**src/rtl/ovl_pkg.sv**
```systemverilog
package ovl_pkg;
  localparam int NUM_RAM  = 4;
  localparam int RAM_IMG  = 0;
  localparam int RAM_MARK = 1;
  localparam int RAM_MENU = 2;
  localparam int RAM_SCR  = 3;
  // Planes that the compositor owns during scan
  localparam logic [NUM_RAM-1:0] SCAN_OWNED = 4'b0110;

  typedef enum logic [1:0] {
    LAY_IMAGE = 2'd0,
    LAY_MARK  = 2'd1,
    LAY_MENU  = 2'd2
  } layer_e;

  function automatic layer_e pick_layer(input logic menu_hit, input logic mark_hit);
    if (menu_hit) return LAY_MENU;
    if (mark_hit) return LAY_MARK;
    return LAY_IMAGE;
  endfunction

  function automatic logic slot_open(input logic scan_owned, input logic flyback,
                                     input logic scan_active);
    if (scan_owned) return flyback & ~scan_active;
    return 1'b1;
  endfunction
endpackage

```
**src/rtl/ovl_arbiter.sv**
```systemverilog
module ovl_arbiter
  import ovl_pkg::*;
(
  input  logic               clk,
  input  logic               rst_n,
  input  logic               scan_active,
  input  logic               flyback,
  input  logic [NUM_RAM-1:0] cpu_req,
  output logic [NUM_RAM-1:0] cpu_gnt,
  output logic               cut_evt
);
  logic fly_q;

  for (genvar g = 0; g < NUM_RAM; g++) begin : g_slot
    assign cpu_gnt[g] = cpu_req[g] & slot_open(SCAN_OWNED[g], flyback, scan_active);
  end

  always_ff @(posedge clk) begin
    if (!rst_n) fly_q <= 1'b0;
    else        fly_q <= flyback;
  end

  // Overlay request still pending at the end of flyback
  assign cut_evt = fly_q & ~flyback & (|(cpu_req & SCAN_OWNED));
endmodule

```
**src/rtl/ovl_merge.sv**
```systemverilog
module ovl_merge
  import ovl_pkg::*;
#(
  parameter int PIX_W = 8
) (
  input  logic             clk,
  input  logic             rst_n,
  input  logic             scan_active,
  input  logic [PIX_W-1:0] img_byte,
  input  logic [PIX_W-1:0] mark_byte,
  input  logic [PIX_W-1:0] menu_byte,
  output layer_e           layer_sel,
  output logic [PIX_W-1:0] pix_q
);
  localparam logic [PIX_W-1:0] BLANK = '0;
  logic [PIX_W-1:0] pix_d;

  assign layer_sel = pick_layer(menu_byte != BLANK, mark_byte != BLANK);

  always_comb begin
    case (layer_sel)
      LAY_MENU: pix_d = menu_byte;
      LAY_MARK: pix_d = mark_byte;
      default:  pix_d = img_byte;
    endcase
  end

  always_ff @(posedge clk) begin
    if (!rst_n)           pix_q <= BLANK;
    else if (scan_active) pix_q <= pix_d;
    else                  pix_q <= BLANK;
  end
endmodule

```
**src/rtl/ovl_compositor.sv**
```systemverilog
module ovl_compositor
  import ovl_pkg::*;
#(
  parameter int ADDR_W = 15,
  parameter int PIX_W  = 8
) (
  input  logic               clk,
  input  logic               rst_n,
  input  logic               scan_active,
  input  logic               flyback,
  input  logic [ADDR_W-1:0]  disp_addr,
  output logic [ADDR_W-1:0]  img_addr,
  input  logic [PIX_W-1:0]   img_rdata,
  output logic [ADDR_W-1:0]  mark_addr,
  input  logic [PIX_W-1:0]   mark_rdata,
  output logic [ADDR_W-1:0]  menu_addr,
  input  logic [PIX_W-1:0]   menu_rdata,
  input  logic [NUM_RAM-1:0] cpu_req,
  output logic [NUM_RAM-1:0] cpu_gnt,
  output logic [PIX_W-1:0]   pix_out
);
  logic   cut_evt;
  layer_e layer_sel;

  assign img_addr  = disp_addr;
  assign mark_addr = disp_addr;
  assign menu_addr = disp_addr;

  ovl_arbiter arb_i (
    .clk(clk), .rst_n(rst_n), .scan_active(scan_active), .flyback(flyback),
    .cpu_req(cpu_req), .cpu_gnt(cpu_gnt), .cut_evt(cut_evt)
  );

  ovl_merge #(.PIX_W(PIX_W)) mrg_i (
    .clk(clk), .rst_n(rst_n), .scan_active(scan_active),
    .img_byte(img_rdata), .mark_byte(mark_rdata), .menu_byte(menu_rdata),
    .layer_sel(layer_sel), .pix_q(pix_out)
  );
endmodule

```
**config.mk**
```make
export PLATFORM = sky130hd
export DESIGN_NAME = ovl_compositor
export DESIGN_NICKNAME = d
export VERILOG_FILES = /design/src/rtl/ovl_pkg.sv /design/src/rtl/ovl_arbiter.sv /design/src/rtl/ovl_merge.sv /design/src/rtl/ovl_compositor.sv
export SDC_FILE = /design/constraint.sdc
export NUM_CORES = 1
export LEC_CHECK = 0
export BUFFER_PORTS_ARGS = -buffer_cell sky130_fd_sc_hd__clkbuf_2
export CORE_MARGIN = 5
export CORE_UTILIZATION = 33
export CTS_BUF_LIST = sky130_fd_sc_hd__clkbuf_4
export CTS_CLUSTER_DIAMETER = 60
export DETAILED_ROUTE_END_ITERATION = 6
export PLACE_DENSITY = 0.83
export SLEW_MARGIN = 20
export SYNTH_ARGS = -nofsm -noshare
export SYNTH_HDL_FRONTEND = slang
export SYNTH_SLANG_ARGS = --single-unit
export TNS_END_PERCENT = 50
```
**constraint.sdc**
```tcl
create_clock -name clk -period 1.15 [get_ports clk]
set_input_delay 0.23 -clock clk [delete_from_list [all_inputs] [get_ports clk]]
set_output_delay 0.23 -clock clk [all_outputs]
set_load 0.01 [all_outputs]
```
==> results.yml <==
yosys:
  syn_avg_cell_area_um2: 8.14
  synth_nets: 148
  synth_edf_count: 0
  synth_area_um2: 822
  yosys_warnings: 0
  synth-async-reset-ratio: 0
  synth_cell_type_count: 20
  yosysSeqAreaShare: 0.195
  ys.flop_type: "dfxtp_1"
  syn_inst: 101
  synth_seq_cells: 8
route:
  drcViolationCount: 0
  drt_first_pass_iters: 4
  via_per_inst: 5.29
  avgRoutedWirePerCell_um: 13.9
  antenna_left: 0
  drt_iter0_drc: 60
  vias: 683
  wl_um: 1790
worst_setup_path:
  crit_path_start_kind: "primary input"
  critical_path.endpoint_type: "flop"
  cp_max_fo: 8
  crit_type: "in2reg"
  max_stage_delay_ns: 0.37
  cp_data_required_time_ns: 1.34
  cp_data_arrival_time_ns: 1.14
  cpMaxStageDelayCell: "nor4_4"
  path_cells: "clkbuf_2 -> nor4_4 -> nand3_2 -> o21ai_1"
clocking:
  clk_pin_slew_worst_paths_ns: 0.05
  cts.path.max_buffers: 2
  post_cts_buffers: 0
  clkSinkCount: 8
  htree_levels: 1
  numCtsBuffers: 3
  cts-resized-gates: 0
  cts_hold_buf: 0
  cts_tree: "done"
  root_buffer: "clkbuf_4"
floorplan:
  die-area_um2: 3590
  rows: 18
  start_util: 0.338
  core-area_um2: 2430
  die_w_um: 59.9
  ios: 104
  die_h_um: 59.9
pwr:
  p_per_area_nw_per_um2: 883
  swShare: 0.270
  p_int_mw: 0.486
  power_mw: 0.665
  power_frac_comb: 0.232
  p_seq_frac: 0.438
  switchingPower_mw: 0.179
  vdd_drop_max_uv: 362
  clkPwrFrac: 0.330
  leakage_nw: 0.342
hold_path:
  hp-class: "in2reg"
  min_from: "img_rdata[4]"
  min_delay_path_depth: 3
  min_to: "mrg_i.pix_q[4]"
timing:
  rsz0062_at_grt: "false"
  whs_ns: 0.202
  finalHoldViolCount: 0
  fin_crit_ns: 0.952
  setup_viol: 0
  finalMaxSlewViolations: 0
  setup_tns_ns: 0
  fin_crit_sh: 0.828
  worst_slack_ns: 0.198
  achievable-frequency_ghz: 1.05
  relSlewSlack: 0.724
  tightestPinTransition_ns: 0.410
placement:
  port_buffers: 39
  dp_cells: 126
  place_hpwl_um: 1490
  dp_slack_ns: -0.0579
  place.gp.congestion: 0.814
job:
  maxCapViolCount: 0
layout:
  seq_area_um2: 160
  instances_no_fill: 129
  multiInputGateArea_um2: 293
  area_delta_synth_final_pct: -8.37
  regMostFlops: "mrg_i.pix_q"
  drive_gt1_frac: 0.515
  nNetsFinal: 148
  n_antenna_cell: 0
  reg_top3: "mrg_i.pix_q (8)"
  largest_reg_flops: 8
  num-fill-cells: 249
global_routing:
  grt_pass1_wl_um: 2680
  grt_max_degree: 15
  grt_antenna_before_repair: 0
  grt_pass1_vias: 650
  overflow: 0
  grtUsageTotal: 0.0958
run_status:
  status: "completed"
layout make-up:
type / count / area share
Clock buffer: 3 / 0.0299
Inverter: 2 / 0.00997
Tap cell: 30 / 0.0498
Sequential cell: 8 / 0.213
Multi-Input combinational cell: 42 / 0.389
Timing Repair Buffer: 44 / 0.309
power groups by stage:
stage	Sequential (mW)	Clock, mW	Combinational (mW)
3_3_place_gp	0.297	0	0.149
4_1_cts	0.292	0.216	0.154
3_5_place_dp	0.297	0	0.153
6_report	0.291	0.219	0.155
2_1_floorplan	0.304	0	0.215
5_1_grt	0.293	0.230	0.169
per-stage QoR:
step	util	instance area, µm²
2_1_floorplan	-	822
3_3_place_gp	0.300	731
3_5_place_dp	0.300	731
4_1_cts	0.310	753
5_1_grt	0.310	753
6_report	0.310	753
critical path: cells and delay by family:
kind                   cells  cell delay, ns
buffers and inverters      1            0.12
and+or+nand+nor            2            0.59
AOI/OAI and AO/OA          1            0.19
cell usage in the layout, fill, tap and decap left out, drive strengths merged:
master	n
o22ai	2
nand2	1
a32oi	6
clkbuf	42
o21ai	6
nor2b	5
and2b	1
nor4	5
nor2	1
dfxtp	8
inv	2
a41oi	2
buf	5
nand3	9
and2	1
and3b	2
and4bb	1
logic make-up after synthesis:
group / Yosys count / synth area share
AND/OR/NAND/NOR: 26 / 0.219
buffers and inverters: 51 / 0.449
flip-flops: 8 / 0.195
AO/OA/AOI/OAI: 16 / 0.137
Yosys cell counts (2+ instances only):
| cell | instances | area share |
|---|---|---|
| nor2b_1 | 5 | 0.038 |
| a32oi_1 | 6 | 0.064 |
| o21ai_1 | 6 | 0.037 |
| dfxtp_1 | 8 | 0.19 |
| inv_1 | 2 | 0.0091 |
| and3b_1 | 2 | 0.021 |
| nand3_1 | 8 | 0.049 |
| nor4_1 | 4 | 0.030 |
| a41oi_1 | 2 | 0.021 |
| buf_4 | 47 | 0.43 |
| o22ai_1 | 2 | 0.015 |
how the worst max path moves through the flow:
stage,start,to,slack (ns),cells after the start
finish,menu_rdata[3],mrg_i.pix_q[1],0.20,4
global placement,mark_rdata[2],mrg_i.pix_q[4],-0.01,4
global route,menu_rdata[3],mrg_i.pix_q[1],0.10,4
floorplan,menu_rdata[6],mrg_i.pix_q[6],0.15,4
CTS,menu_rdata[3],mrg_i.pix_q[1],0.20,4
detailed placement,menu_rdata[3],mrg_i.pix_q[1],-0.06,4
per-layer routing:
layer,global-route usage,vias to the layer above,part of all wire
met3,0.0238,22,0.20
met5,0,-,0
li1,-,309,-
met2,0.174,51,0.45
met4,0.0791,0,0.044
met1,0.0876,301,0.30
(Power assumes the default switching activity.)
